## src/rtl/rr_pkg.sv

```systemverilog
package rr_pkg;

  // Which source owns the output this cycle
  typedef enum logic [1:0] {
    SRC_NONE    = 2'd0,
    SRC_DIRECT  = 2'd1,
    SRC_RELEASE = 2'd2
  } out_src_e;

  // Index of the lowest set bit, 0 when none is set (callers qualify with OR-reduce)
  function automatic int unsigned low_index(input logic [63:0] v);
    int unsigned idx;
    idx = 0;
    for (int i = 63; i >= 0; i--) begin
      if (v[i]) idx = i;
    end
    return idx;
  endfunction

endpackage

```

## src/rtl/rr_seq_track.sv

```systemverilog
module rr_seq_track #(
  parameter int ID_W    = 2,
  parameter int SEQ_W   = 4,
  parameter int NUM_IDS = 1 << ID_W
) (
  input  logic                       clk,
  input  logic                       rst_n,
  input  logic [ID_W-1:0]            lk_id,
  output logic [SEQ_W-1:0]           lk_exp,
  input  logic                       upd,
  input  logic [ID_W-1:0]            upd_id,
  output logic [NUM_IDS*SEQ_W-1:0]   exp_flat
);

  logic [SEQ_W-1:0] exp_q [NUM_IDS];
  logic [SEQ_W-1:0] upd_cur;

  // Sequence arithmetic: next number with natural wrap
  function automatic logic [SEQ_W-1:0] seq_next(input logic [SEQ_W-1:0] s);
    return s + 1'b1;
  endfunction

  always_ff @(posedge clk) begin
    if (!rst_n) begin
      for (int i = 0; i < NUM_IDS; i++) exp_q[i] <= '0;
    end else if (upd) begin
      exp_q[upd_id] <= seq_next(exp_q[upd_id]);
    end
  end

  for (genvar g = 0; g < NUM_IDS; g++) begin : g_flat
    assign exp_flat[g*SEQ_W +: SEQ_W] = exp_q[g];
  end

  assign lk_exp  = exp_q[lk_id];
  assign upd_cur = exp_q[upd_id];


  seq_advance_chk: assert property (@(posedge clk) disable iff (!rst_n)
    upd |=> exp_q[$past(upd_id)] == SEQ_W'($past(upd_cur) + 1'b1));

endmodule

```

## src/rtl/rr_table.sv

```systemverilog
module rr_table #(
  parameter int ROWS    = 8,
  parameter int ID_W    = 2,
  parameter int SEQ_W   = 4,
  parameter int DATA_W  = 16,
  parameter int NUM_IDS = 1 << ID_W
) (
  input  logic                      clk,
  input  logic                      rst_n,
  input  logic [NUM_IDS*SEQ_W-1:0]  exp_flat,
  input  logic                      store,
  input  logic [ID_W-1:0]           st_id,
  input  logic [SEQ_W-1:0]          st_seq,
  input  logic [DATA_W-1:0]         st_data,
  output logic                      has_free,
  input  logic                      rel_take,
  output logic                      rel_hit,
  output logic [ID_W-1:0]           rel_id,
  output logic [SEQ_W-1:0]          rel_seq,
  output logic [DATA_W-1:0]         rel_data
);

  localparam int IDX_W = (ROWS > 1) ? $clog2(ROWS) : 1;

  // Row fields: occupied flag, ID, sequence, pointer into the slot store
  logic [ROWS-1:0]   row_v_q;
  logic [ID_W-1:0]   row_id_q  [ROWS];
  logic [SEQ_W-1:0]  row_sn_q  [ROWS];
  logic [IDX_W-1:0]  row_ptr_q [ROWS];
  // Slot store with its free bitmap
  logic [ROWS-1:0]   slot_free_q;
  logic [DATA_W-1:0] slot_dat_q [ROWS];

  logic [ROWS-1:0]   hit_vec;
  logic [IDX_W-1:0]  rel_idx;
  logic [IDX_W-1:0]  rel_ptr;
  logic [IDX_W-1:0]  new_row;
  logic [IDX_W-1:0]  new_slot;

  // Every row compares itself with the expected number of its own ID
  for (genvar r = 0; r < ROWS; r++) begin : g_cmp
    assign hit_vec[r] = row_v_q[r] &&
                        (row_sn_q[r] == exp_flat[row_id_q[r]*SEQ_W +: SEQ_W]);
  end

  assign rel_hit  = |hit_vec;
  assign rel_idx  = IDX_W'(rr_pkg::low_index(64'(hit_vec)));
  assign rel_ptr  = row_ptr_q[rel_idx];
  assign rel_id   = row_id_q[rel_idx];
  assign rel_seq  = row_sn_q[rel_idx];
  assign rel_data = slot_dat_q[rel_ptr];

  assign has_free = ~&row_v_q;
  assign new_row  = IDX_W'(rr_pkg::low_index(64'(~row_v_q)));
  assign new_slot = IDX_W'(rr_pkg::low_index(64'(slot_free_q)));

  always_ff @(posedge clk) begin
    if (!rst_n) begin
      row_v_q     <= '0;
      slot_free_q <= '1;
    end else begin
      if (rel_take && rel_hit) begin
        row_v_q[rel_idx]     <= 1'b0;
        slot_free_q[rel_ptr] <= 1'b1;
      end
      if (store) begin
        row_v_q[new_row]      <= 1'b1;
        slot_free_q[new_slot] <= 1'b0;
      end
    end
  end

  always_ff @(posedge clk) begin
    if (store) begin
      row_id_q[new_row]    <= st_id;
      row_sn_q[new_row]    <= st_seq;
      row_ptr_q[new_row]   <= new_slot;
      slot_dat_q[new_slot] <= st_data;
    end
  end


  store_room_chk: assert property (@(posedge clk) disable iff (!rst_n)
    store |-> has_free);


  release_frees_chk: assert property (@(posedge clk) disable iff (!rst_n)
    (rel_take && rel_hit) |=> !row_v_q[$past(rel_idx)] && slot_free_q[$past(rel_ptr)]);


  slot_count_chk: assert property (@(posedge clk) disable iff (!rst_n)
    ($countones(row_v_q) + $countones(slot_free_q)) == ROWS);

endmodule

```

## src/rtl/resp_reorder.sv

```systemverilog
module resp_reorder #(
  parameter int ID_W   = 2,
  parameter int SEQ_W  = 4,
  parameter int DATA_W = 16,
  parameter int ROWS   = 8
) (
  input  logic              clk,
  input  logic              rst_n,
  input  logic              in_valid,
  output logic              in_ready,
  input  logic [ID_W-1:0]   in_id,
  input  logic [SEQ_W-1:0]  in_seq,
  input  logic [DATA_W-1:0] in_data,
  output logic              out_valid,
  input  logic              out_ready,
  output logic [ID_W-1:0]   out_id,
  output logic [SEQ_W-1:0]  out_seq,
  output logic [DATA_W-1:0] out_data
);

  import rr_pkg::*;

  localparam int NUM_IDS = 1 << ID_W;

  logic [NUM_IDS*SEQ_W-1:0] exp_flat;
  logic [SEQ_W-1:0]         in_exp;
  logic [SEQ_W-1:0]         out_exp;
  logic                     in_order;
  logic                     has_free;
  logic                     rel_hit;
  logic [ID_W-1:0]          rel_id;
  logic [SEQ_W-1:0]         rel_seq;
  logic [DATA_W-1:0]        rel_data;
  out_src_e                 src;

  // Named events for the checks
  logic deliver_fire;
  logic store_fire;
  logic rel_fire;

  rr_seq_track #(.ID_W(ID_W), .SEQ_W(SEQ_W), .NUM_IDS(NUM_IDS)) u_track (
    .clk      (clk),
    .rst_n    (rst_n),
    .lk_id    (in_id),
    .lk_exp   (in_exp),
    .upd      (deliver_fire),
    .upd_id   (out_id),
    .exp_flat (exp_flat)
  );

  rr_table #(.ROWS(ROWS), .ID_W(ID_W), .SEQ_W(SEQ_W), .DATA_W(DATA_W),
             .NUM_IDS(NUM_IDS)) u_table (
    .clk      (clk),
    .rst_n    (rst_n),
    .exp_flat (exp_flat),
    .store    (store_fire),
    .st_id    (in_id),
    .st_seq   (in_seq),
    .st_data  (in_data),
    .has_free (has_free),
    .rel_take (rel_fire),
    .rel_hit  (rel_hit),
    .rel_id   (rel_id),
    .rel_seq  (rel_seq),
    .rel_data (rel_data)
  );

  assign in_order = (in_seq == in_exp);

  always_comb begin
    if (rel_hit)                    src = SRC_RELEASE;
    else if (in_valid && in_order)  src = SRC_DIRECT;
    else                            src = SRC_NONE;
  end

  always_comb begin
    out_valid = (src != SRC_NONE);
    out_id    = in_id;
    out_seq   = in_seq;
    out_data  = in_data;
    if (src == SRC_RELEASE) begin
      out_id   = rel_id;
      out_seq  = rel_seq;
      out_data = rel_data;
    end
  end

  // A pending release owns the output; input waits
  assign in_ready     = !rel_hit && (in_order ? out_ready : has_free);
  assign deliver_fire = out_valid && out_ready;
  assign rel_fire     = rel_hit && out_ready;
  assign store_fire   = in_valid && in_ready && !in_order;
  assign out_exp      = exp_flat[out_id*SEQ_W +: SEQ_W];


  rel_blocks_in_chk: assert property (@(posedge clk) disable iff (!rst_n)
    rel_hit |-> !in_ready);


  hold_rel_chk: assert property (@(posedge clk) disable iff (!rst_n)
    (rel_hit && !out_ready) |=> rel_hit && $stable(out_id) && $stable(out_seq) && $stable(out_data));


  order_chk: assert property (@(posedge clk) disable iff (!rst_n)
    deliver_fire |-> out_seq == out_exp);


  park_quiet_chk: assert property (@(posedge clk) disable iff (!rst_n)
    store_fire |-> !out_valid);

endmodule

```

## config.mk

```make
export PLATFORM = sky130hd
export DESIGN_NAME = resp_reorder
export DESIGN_NICKNAME = d
export VERILOG_FILES = /design/src/rtl/rr_pkg.sv /design/src/rtl/rr_seq_track.sv /design/src/rtl/rr_table.sv /design/src/rtl/resp_reorder.sv
export SDC_FILE = /design/constraint.sdc
export NUM_CORES = 1
export LEC_CHECK = 0
export BUFFER_PORTS_ARGS = -buffer_cell sky130_fd_sc_hd__buf_2
export CAP_MARGIN = 20
export CELL_PAD_IN_SITES_DETAIL_PLACEMENT = 1
export CELL_PAD_IN_SITES_GLOBAL_PLACEMENT = 1
export CORE_ASPECT_RATIO = 0.8
export CORE_MARGIN = 10
export CORE_UTILIZATION = 26
export DETAILED_ROUTE_END_ITERATION = 6
export PLACE_DENSITY_LB_ADDON = 0.2
export SYNTH_ARGS = -nofsm -noshare
export SYNTH_HDL_FRONTEND = slang
export SYNTH_SLANG_ARGS = --single-unit
```

## constraint.sdc

```tcl
create_clock -name clk -period 7.3 [get_ports clk]
set_input_delay 0.365 -clock clk [delete_from_list [all_inputs] [get_ports clk]]
set_output_delay 0.365 -clock clk [all_outputs]
set_load 0.05 [all_outputs]
```

==> flow_summary.yaml, run 1 <==
status:
  status: "finished, final reports clean"
clock_tree:
  post_cts_buffers: 0
  cts_sinks: 232
  insertion_delay_ns: 0.56
  clkTransAtPathRegs_ns: 0.06
  ctsHoldBuffers: 0
  cts_root_buffer: "clkbuf_16"
  ctsResizeCount: 0
  clockBufferDepth: 3
  tritoncts: "yes"
  numCtsBuffers: 28
  h-tree-depth: 1
setup_path:
  crit_family: "simple AND/OR/NAND/NOR gates"
  cp.buffers_inverters: 3
  critical_path_class: "register to output pin"
  slowest_stage: "or2_0"
  worst_path_largest_cell_delay_ns: 0.82
  start_kind: "register"
  critical_path.max_fanout: 13
  cp-end-kind: "output pin"
  cp_cell_sequence: "mux4_2 > xnor2_1 > o2111ai_1 > buf_4 > or2b_1 > a21oi_1 > a21oi_1 > nor4_4 > or2_0 > buf_4 > o21bai_1 > nor3b_1 > buf_2"
  cp_data_required_time_ns: 6.93
  cp_data_arrival_time_ns: 6.07
synth:
  synth_edf_count: 216
  yosysUniqueCellTypes: 70
  syn-instance-count: 914
  yosysWarnings: 0
  synth_compound_area_share_pct: 12.3
  avgSynthCellArea_sq_um: 12.8
  async_flop_share_pct: 0
  syn-cell-area_sq_um: 11700
  ys_seq_area_share_pct: 58.2
  synthFlopType: "edfxtp_1"
  synth-simple-area-share_pct: 12.7
  synthXorXnorAreaFrac_pct: 2.36
  syn-num-nets: 941
  synth_top_family_by_area: "simple AND/OR/NAND/NOR gates"
  synth_fa_ha_area_share_pct: 0.107
  ys_ff_latch: 232
  synth_mux_area_share_pct: 11.0
timing:
  fin_tns_setup_ns: 0
  clock.fmax_ghz: 0.155
  setup_violations: 0
  fin_ws_ns: 0.861
  rsz0062_at_grt: "false"
  finalHoldViolations: 0
  worstMarginPinSlew_ns: 0.996
  timing.final.crit_share_pct: 88.2
  finalMaxSlewViolations: 0
  final.min_clock_period_ns: 6.44
  max_slew_margin_pct: 33.6
  clock_skew_ns: 0.0170
placed_design:
  placed_cell_area_sq_um: 12600
  post-dp-hpwl_um: 25700
  pre_cts_slack_ns: 1.50
  io_buffers: 49
  gp_congestion: 0.868
layout:
  final_area_sq_um: 13600
  fin_nets: 981
  fill_cells: 4821
  final_layout_size_suffix_gt1_share_pct: 20.5
  n_antenna_cell: 0
  area_growth_pct: 16.5
drt:
  viasPerCell: 5.17
  dr.pass1.iters: 7
  postRouteAntennaNets: 0
  vias: 8162
  drt_iter0_drc: 707
  drc: 0
  drt-total-wl_um: 38500
  wl_per_cell_um: 24.4
power:
  max-vdd-ir-drop_v: 0.000180
  p_leak_nw: 4.58
  finalPower_mw: 3.28
  power_density_nw_per_um2: 241
grt:
  grt_pass1_vias: 8391
  use_met3_pct: 2.11
  gr-usage-met1_pct: 20.5
  grt_overflow: 0
  grt.busiest_layer: "met2"
  groute.usage.overall_pct: 14.0
  grt_max_degree: 43
  antenna_found_initial: 0
  met2_usage_pct: 21.1
  grt_pass1_wl_um: 57900
die:
  core-area_sq_um: 44500
  die_area_sq_um: 53900
  rows: 69
  die_h_um: 210
  chipWidth_um: 257
  io_pins: 50
  start_util_pct: 26.3
hold_path:
  holdCritPathClass: "primary input to register"
flow_run:
  cap_violations: 0
layer usage:
metal  share of wire [%]  vias up
li1                    -     3657
met2                  44      176
met3                 4.1       49
met1                  50     4280
met4                 2.3        0
met5                   0        -
synth_stat cells, types with 3 or more instances:
| cell | count | area, sq um |
|---|---|---|
| mux2i_1 | 42 | 420 |
| or2_2 | 5 | 31.3 |
| xnor2_2 | 3 | 48.8 |
| inv_1 | 11 | 41.3 |
| a2111oi_0 | 17 | 149 |
| o21bai_1 | 17 | 128 |
| nand2_1 | 75 | 282 |
| clkbuf_1 | 42 | 158 |
| a222oi_1 | 8 | 80.1 |
| nor2_1 | 91 | 342 |
| o32ai_1 | 16 | 140 |
| nand3_1 | 22 | 110 |
| xnor2_1 | 25 | 219 |
| mux2_1 | 8 | 90.1 |
| buf_6 | 5 | 56.3 |
| nand4_1 | 6 | 37.5 |
| a221oi_1 | 33 | 289 |
| buf_2 | 17 | 85.1 |
| nand2b_1 | 4 | 25.0 |
| o2111ai_1 | 6 | 52.6 |
| nor3b_1 | 17 | 128 |
| dfxtp_1 | 16 | 320 |
| mux4_2 | 28 | 631 |
| a31oi_1 | 3 | 18.8 |
| nor4_1 | 6 | 37.5 |
| a21oi_1 | 29 | 145 |
| a41oi_1 | 4 | 35.0 |
| mux2_2 | 10 | 113 |
| o21ai_0 | 18 | 90.1 |
| nor2b_1 | 5 | 31.3 |
| o2111a_1 | 7 | 78.8 |
| and2_1 | 19 | 119 |
| nand3b_1 | 16 | 120 |
| buf_4 | 5 | 37.5 |
| nor3_1 | 10 | 50.1 |
| edfxtp_1 | 216 | 6490 |
| or3b_2 | 7 | 61.3 |
path summary, 6_finish.rpt:
kind / startpoint / to / slack, ns / cells past startpoint
setup / recovery: u_table.row_id_q[0][0]$_DFFE_PP_ / out_data[14] / 0.86 / 13
setup reg to reg: u_table.row_id_q[0][0]$_DFFE_PP_ / u_track.exp_q[1][2]$_SDFFCE_PN0P_ / 1.96 / 14
hold / removal: in_data[4] / u_table.slot_dat_q[3][4]$_DFFE_PP_ / 0.11 / 1
hold reg to reg: u_table.slot_free_q[3]$_SDFF_PN1_ / u_table.slot_free_q[3]$_SDFF_PN1_ / 0.54 / 2
power breakdown:
part / total [mW] / switching, mW / internal, mW
combinational: 0.327 / 0.224 / 0.103
clock: 1.44 / 0.547 / 0.891
sequential: 1.52 / 0.0304 / 1.49
metrics by stage:
step	util [%]	cells	hold WS (ns)
finish	30.6	1578	0.115
global route	30.6	1578	0.117
CTS	30.6	1574	0.0987
detailed placement	28.4	1523	0.527
global placement	28.4	1522	0.520
floorplan	-	914	0.464
layout by cell type, fill, tap and decap left out, types with 18 or more instances in the layout:
| cell | Yosys | final |
|---|---|---|
| nor2_1 | 91 | 84 |
| o21ai_0 | 18 | 18 |
| mux4_2 | 28 | 28 |
| nand3_1 | 22 | 21 |
| and2_1 | 19 | 19 |
| clkbuf_16 | 0 | 29 |
| buf_4 | 5 | 30 |
| edfxtp_1 | 216 | 216 |
| buf_2 | 17 | 49 |
| xnor2_1 | 25 | 25 |
| nand2_1 | 75 | 75 |
| a21oi_1 | 29 | 28 |
| a221oi_1 | 33 | 33 |
| mux2i_1 | 42 | 42 |
sequential cells by signal, indices dropped and copies added (netlist names):
| name | count |
|---|---|
| u_table.row_v_q | 8 |
| u_table.slot_free_q | 8 |
| u_table.row_id_q | 16 |
| u_track.exp_q | 16 |
| u_table.slot_dat_q | 128 |
| u_table.row_sn_q | 32 |
| u_table.row_ptr_q | 24 |
logic make-up (layout without fill, tap and decap cells):
| logic type | Yosys count | count (layout) |
|---|---|---|
| XOR/XNOR | 29 | 29 |
| flip-flops | 232 | 232 |
| AND/OR/NAND/NOR | 295 | 295 |
| multiplexers | 90 | 90 |
| buffers and inverters | 84 | 145 |
| AO/OA/AOI/OAI | 183 | 183 |
| adder cells (fa/ha/maj) | 1 | 1 |
area by class of cell:
type                    count  area (sq um)  area share (%)
flip-flops and latches    232          6810            50.0
clock buffers              32           737            5.41
repair buffers             82           513            3.76
inverters                  12          45.0           0.331
clock inverters            19           209            1.53
multi-input cells         598          4560            33.5
well taps                 603           754            5.54
Note: power is estimated with default switching activity, not from simulation.
==> run 2: changes to the inputs <==
- SYNTH_HIERARCHICAL: not set -> 1
==> run 2 against run 1 <==
Combinational power grew 4%; utilization about the same; register-to-register slack got worse by 0.59 ns; count of clock-buffer cells in the layout grew 4; non-clock buffer count is 9 lower; worst hold slack hardly changed; worst setup slack better by 0.27 ns; critical endpoint is now out_data[10]; largest cell class unchanged; highest routed layer unchanged.
==> flow_summary.yaml, run 2 <==
setup_path:
  cp-end-kind: "output pin"
  worstReg2RegStart: "u_track/exp_q[3][0]$_DFFE_PP_"
  cp_data_required_time_ns: 6.93
  cp-startpoint: "u_table/row_id_q[0][0]$_DFFE_PP_"
  critical_path.max_fanout: 52
  critical_path_class: "register to output pin"
  rrSetupSlack_ns: 1.37
  r2r_cells: 15
  r2r_end: "u_track/exp_q[0][2]$_SDFFCE_PN0P_"
  start_kind: "register"
  critPathCapture: "out_data[10]"
  cp_data_arrival_time_ns: 5.80
synth:
  synth_compound_area_share_pct: 7.23
  synth_fa_ha_area_share_pct: 0.113
  synthXorXnorAreaFrac_pct: 2.76
  yosys-top-cells-area: "edfxtp_1 58%, mux4_2 7.7%, mux2i_1 6.1%, mux2_2 3.7%, dfxtp_1 2.9%"
  netlist.area_leader.share_pct: 58.4
  synthFlopType: "edfxtp_1"
  synth_top_family_by_area: "multiplexers"
  ys_seq_area_share_pct: 61.3
  syn-num-nets: 763
  synth_most_common_cell: "edfxtp_1"
  synth_top_area_cell: "edfxtp_1"
  syn-instance-count: 736
  synth_common_cells: "216 x edfxtp_1, 68 x mux2i_1, 45 x nor2_1, 38 x mux4_2, 36 x mux2_2"
  ys_ff_latch: 232
  syn-cell-area_sq_um: 11100
  async_flop_share_pct: 0
  synth_edf_count: 216
  synth-simple-area-share_pct: 7.23
  avgSynthCellArea_sq_um: 15.1
  synth_mux_area_share_pct: 19.2
  yosysUniqueCellTypes: 63
  yosysWarnings: 6
layout:
  area_growth_pct: 16.2
  largest_reg_flops: 128
  final_layout_size_suffix_gt1_share_pct: 26.4
  mostFrequentLayoutCells: "216 x edfxtp_1, 68 x mux2i_1, 49 x buf_2"
  n_antenna_cell: 0
  final_common_cell: "edfxtp_1"
  top_regs: "u_table/slot_dat_q x128, u_table/row_sn_q x32, u_table/row_ptr_q x24"
  regMostFlops: "u_table/slot_dat_q"
  fin_nets: 831
clock_tree:
  ctsResizeCount: 0
  tritoncts: "yes"
  numCtsBuffers: 28
  cts_sinks: 232
  cts_root_buffer: "clkbuf_16"
  ctsHoldBuffers: 0
  clkTransAtPathRegs_ns: 0.06
  clockBufferDepth: 3
  insertion_delay_ns: 0.54
  post_cts_buffers: 0
  h-tree-depth: 1
timing:
  setup_violations: 0
  finalMaxSlewViolations: 0
  worstMarginPinSlew_ns: 1.15
  finalHoldViolations: 0
  timing.final.crit_share_pct: 84.5
  rsz0062_at_grt: "false"
  clock.fmax_ghz: 0.162
  whs_ns: 0.115
  fin_tns_setup_ns: 0
  max_slew_margin_pct: 23.3
  final.min_clock_period_ns: 6.17
  clock_skew_ns: 0.0107
flow_run:
  cap_violations: 0
placed_design:
  gp_congestion: 0.788
  io_buffers: 49
  post-dp-hpwl_um: 22400
grt:
  grt_max_degree: 53
  grt_pass1_wl_um: 49700
  grt_pass1_vias: 7157
  grt_overflow: 0
  antenna_found_initial: 1
  groute.usage.overall_pct: 12.8
status:
  status: "finished, final reports clean"
drt:
  drt_iter0_drc: 459
  wl_per_cell_um: 24.2
  drc: 0
  viasPerCell: 5.02
  drt-total-wl_um: 33300
  postRouteAntennaNets: 0
  vias: 6898
  dr.pass1.iters: 4
power:
  p_leak_nw: 4.22
  max-vdd-ir-drop_v: 0.000168
  power_density_nw_per_um2: 245
hold_path:
  holdCritPathClass: "primary input to register"
die:
  chipWidth_um: 251
  die_area_sq_um: 51400
  die_h_um: 205
  io_pins: 50
  start_util_pct: 26.4
  rows: 67
  core-area_sq_um: 42100
## run 2: changes by cell type after synthesis, sizes merged, moves of 26 or more
cell,change
mux2,+30
o22ai,+29
mux2i,+26
clkbuf,-34
nor2,-48
nand2,-47
## run 2: worst min-delay path by stage
stage / from / endpoint / slack (ns) / depth (start not counted)
2_1_floorplan: in_id[0] / u_table/row_id_q[0][0]$_DFFE_PP_ / 0.46 / 0
3_3_place_gp: u_table/slot_free_q[0]$_SDFF_PN1_ / u_table/slot_free_q[0]$_SDFF_PN1_ / 0.53 / 2
3_5_place_dp: u_table/slot_free_q[0]$_SDFF_PN1_ / u_table/slot_free_q[0]$_SDFF_PN1_ / 0.54 / 2
4_1_cts: in_data[11] / u_table/slot_dat_q[3][11]$_DFFE_PP_ / 0.1 / 1
5_1_grt: in_data[11] / u_table/slot_dat_q[0][11]$_DFFE_PP_ / 0.10 / 1
6_report: in_data[7] / u_table/slot_dat_q[2][7]$_DFFE_PP_ / 0.11 / 1
## run 2: kinds of logic after synthesis
kind of cell / count (synthesis)
AO/OA/AOI/OAI: 117
XOR/XNOR: 35
adder cells (fa/ha/maj): 1
buffers and inverters: 41
flip-flops: 232
multiplexers: 156
AND/OR/NAND/NOR: 154
## run 2: critical path: stages (launching register included)
cell,delay (ns)
edfxtp_1,0.54
mux4_2,0.59
xnor2_1,0.20
nand4_1,0.25
o2bb2ai_1,0.62
nor3_1,0.16
nand2_1,0.36
a21oi_1,0.11
or4_4,0.92
buf_4,0.39
mux2_1,0.35
o22ai_1,0.16
a221oi_1,0.08
mux2_2,0.27
buf_2,0.21
## run 2: cell type report
class	instances	area (sq um)
Clock inverter	13	108
Sequential cell	232	6810
Clock buffer	36	752
Inverter	6	22.5
Fill cell	4433	29200
Tap cell	552	691
Multi-Input combinational cell	463	4090
Timing Repair Buffer	73	440
## run 2: power breakdown
group	internal [mW]	switching [mW]
Clock	0.788	0.522
Sequential	1.49	0.0256
Combinational	0.124	0.216
Total	2.40	0.764
## run 2: metrics by stage
step / area (sq um) / setup WS [ns] / std cells / utilization, % / total power, mW
final: 12900 / 1.13 / 1375 / 30.7 / 3.16
after global routing: 12900 / 0.726 / 1375 / 30.7 / 3.29
after CTS: 12900 / 1.12 / 1375 / 30.7 / 3.22
after detailed placement: 12000 / 1.43 / 1326 / 28.6 / 1.89
after global placement: 12000 / 1.37 / 1322 / 28.5 / 1.88
after floorplan: 11100 / 2.30 / 736 / - / 1.76
## run 2: routing by layer
metal  track usage [%]  vias up  wire, um
met4              2.33        0       399
li1                  -     3095         -
met5                 0        -         0
met2              19.0      143     14600
met3              2.09       26      1420
met1              19.1     3634     16900
==> run 3: changes to the inputs <==
- ABC_AREA: not set -> 1
- clock period: 7.3 -> 5.3 ns (I/O delays scaled with it)
==> run 3 against run 2 <==
Combinational power grew 84%; worst setup slack lost 0.80 ns; register-to-register slack lost 0.73 ns; wire length grew 27%; critical endpoint is now out_seq[0]; largest power group unchanged; highest routed layer is now met5.
==> flow_summary.yaml, run 3 <==
synth:
  yosys-top-cells-area: "edfxtp_1 51%, nand2_1 13%, inv_1 7.7%, nand3_1 5.4%, dfxtp_1 2.5%"
  avgSynthCellArea_sq_um: 8.54
  syn-instance-count: 1493
  syn-cell-area_sq_um: 12800
  synth_top_area_cell: "edfxtp_1"
  async_flop_share_pct: 0
  ys_seq_area_share_pct: 53.4
  synth_edf_count: 216
  synth_most_common_cell: "nand2_1"
  yosysWarnings: 6
  ys_ff_latch: 232
  synthFlopType: "edfxtp_1"
  yosysUniqueCellTypes: 43
  synth_common_cells: "448 x nand2_1, 262 x inv_1, 216 x edfxtp_1, 137 x nand3_1, 83 x nor2_1"
  netlist.area_leader.share_pct: 50.9
  syn-num-nets: 1520
layout:
  mostFrequentLayoutCells: "448 x nand2_1, 261 x inv_1, 216 x edfxtp_1"
  largest_reg_flops: 128
  fin_nets: 1596
  top_regs: "u_table/slot_dat_q x128, u_table/row_sn_q x32, u_table/row_ptr_q x24"
  n_antenna_cell: 0
  final_util_pct: 30.6
  final_layout_size_suffix_gt1_share_pct: 15.2
  regMostFlops: "u_table/slot_dat_q"
  fill_cells: 5708
  final-seq-area_sq_um: 6810
  area_growth_pct: 16.2
  multi_input_area_sq_um: 4540
  final_common_cell: "nand2_1"
  final_cell_count_no_fill: 2219
setup_path:
  crit_family: "buffers and inverters"
  cp-end-kind: "output pin"
  critical_path.max_fanout: 30
  cp_data_required_time_ns: 5.04
  critical_path_class: "register to output pin"
  path_depth: 18
  cp_data_arrival_time_ns: 4.71
  slowest_stage: "edfxtp_1"
  path_common_cell: "nand2_1"
  cp_cell_sequence: "clkinvlp_4 > buf_12 > o21ai_0 > nand2_1 > a21oi_1 > nand4_1 > nand2_1 > nand2_1 > nand2_2 > nand2_8 > buf_4 > inv_1 > buf_4 > nor2_1 > o2111ai_1 > nand2_1 > o21ai_0 > buf_2"
  worst_path_largest_cell_delay_ns: 0.52
  cp.buffers_inverters: 6
  start_kind: "register"
  r2r_cells: 23
timing:
  clock_skew_ns: 0.0212
  setup_violations: 0
  finalMaxSlewViolations: 0
  finalHoldViolations: 0
  timing.final.crit_share_pct: 93.8
  max_slew_margin_pct: 55.4
  final.min_clock_period_ns: 4.97
  clock.fmax_ghz: 0.201
  fin_ws_ns: 0.328
  worstMarginPinSlew_ns: 0.668
clock_tree:
  tritoncts: "yes"
  cts_root_buffer: "clkbuf_16"
  h-tree-depth: 1
  numCtsBuffers: 28
  cts_sinks: 232
  clockBufferDepth: 3
  insertion_delay_ns: 0.56
  clkTransAtPathRegs_ns: 0.06
die:
  start_util_pct: 26.3
  rows: 72
  die_h_um: 218
  io_pins: 50
  die_area_sq_um: 58400
  chipWidth_um: 268
  core-area_sq_um: 48500
drt:
  vias: 10100
  wl_per_cell_um: 19.0
  dr.pass1.iters: 7
  viasPerCell: 4.55
  postRouteAntennaNets: 0
  wl_met3_um: 1480
  drt_iter0_drc: 618
  wl_met2_um: 18100
  highest-signal-layer: "met5"
  met1_length_um: 21900
  drc: 0
  drt-total-wl_um: 42200
flow_run:
  cap_violations: 0
hold_path:
  holdCritPathClass: "primary input to register"
  hold_depth: 1
power:
  switchingPower_mw: 1.28
  p_leak_nw: 6.48
  power_frac_comb_pct: 13.6
  p_clk_share_pct: 41.0
  max-vdd-ir-drop_v: 0.000224
  swShare_pct: 27.8
  power_density_nw_per_um2: 310
  internal_power_mw: 3.32
  sequentialPowerShare_pct: 45.4
grt:
  antenna_found_initial: 3
  grt_pass1_vias: 10400
  grt_max_degree: 50
  grt_overflow: 0
  groute.usage.overall_pct: 14.4
  grt_pass1_wl_um: 64700
placed_design:
  dp_cells: 2151
  post-dp-hpwl_um: 29300
  gp_congestion: 0.824
  io_buffers: 49
  pre_cts_slack_ns: 0.562
status:
  status: "finished, final reports clean"
run 3: cell types whose count changed in the layout (fill, tap and decap cells not counted), moves of 38 or more:
| cell | previous run | this run |
|---|---|---|
| inv_1 | 6 | 261 |
| mux2i_1 | 68 | 0 |
| mux4_2 | 38 | 0 |
| nand2_1 | 28 | 448 |
| nand3_1 | 17 | 137 |
| nor2_1 | 39 | 77 |
run 3: layout make-up:
class / instances / area share [%]
Sequential cell: 232 / 45.9
Multi-Input combinational cell: 929 / 30.6
Inverter: 277 / 7.11
Tap cell: 629 / 5.31
Clock buffer: 34 / 5.01
Timing Repair Buffer: 101 / 4.98
Clock inverter: 17 / 1.05
run 3: kinds of logic after synthesis:
family | count (synthesis) | synth area share [%]
AOI/OAI and AO/OA | 152 | 7.13
xor gates and xnor gates | 17 | 1.29
adders and majority gates | 1 | 0.0981
buffers and inverters | 332 | 11.3
DFF | 232 | 53.4
and+or+nand+nor | 759 | 26.8
run 3: per-layer routing:
layer  GRT usage [%]  vias up
li1                -     4926
met1            21.3     4951
met2            22.1      159
met3            1.93       50
met4            2.86        2
met5               0        -
run 3: what timing repair did:
| action | CTS | global route |
|---|---|---|
| setup endpoints to repair | 0 | 17 |
| gates resized for setup | 0 | 3 |
| hold endpoints to repair | 47 | 0 |
| hold buffers | 6 | 0 |
| buffers inserted | 0 | 11 |
run 3: power by group through the flow:
stage               clock network (mW)  registers, mW  logic [mW]
finish                            1.88           2.09       0.626
global route                      2.02           2.09       0.699
CTS                               1.96           2.09       0.617
detailed placement                   0           2.13       0.611
global placement                     0           2.13       0.605
floorplan                            0           2.10       0.427
run 3: final timing paths:
check	slack, ns	to	start
max reg2reg	0.64	u_track/exp_q[3][2]$_DFFE_PP_	u_track/exp_q[0][3]$_SDFFCE_PN0P_
max	0.33	out_seq[0]	u_track/exp_q[0][3]$_SDFFCE_PN0P_
min reg2reg	0.50	u_table/slot_free_q[0]$_SDFF_PN1_	u_table/slot_free_q[0]$_SDFF_PN1_
min	0.02	u_table/slot_dat_q[7][8]$_DFFE_PP_	in_data[8]
run 3: per-stage QoR:
stage	total power, mW	hold WS (ns)	setup TNS [ns]	cell area, sq um
after floorplan	2.53	0.364	0	12800
after global placement	2.74	0.477	0	13700
after detailed placement	2.74	0.490	0	13700
after CTS	4.67	0.000610	0	14700
after global routing	4.81	0.0204	-0.0132	14800
final	4.60	0.0244	0	14800
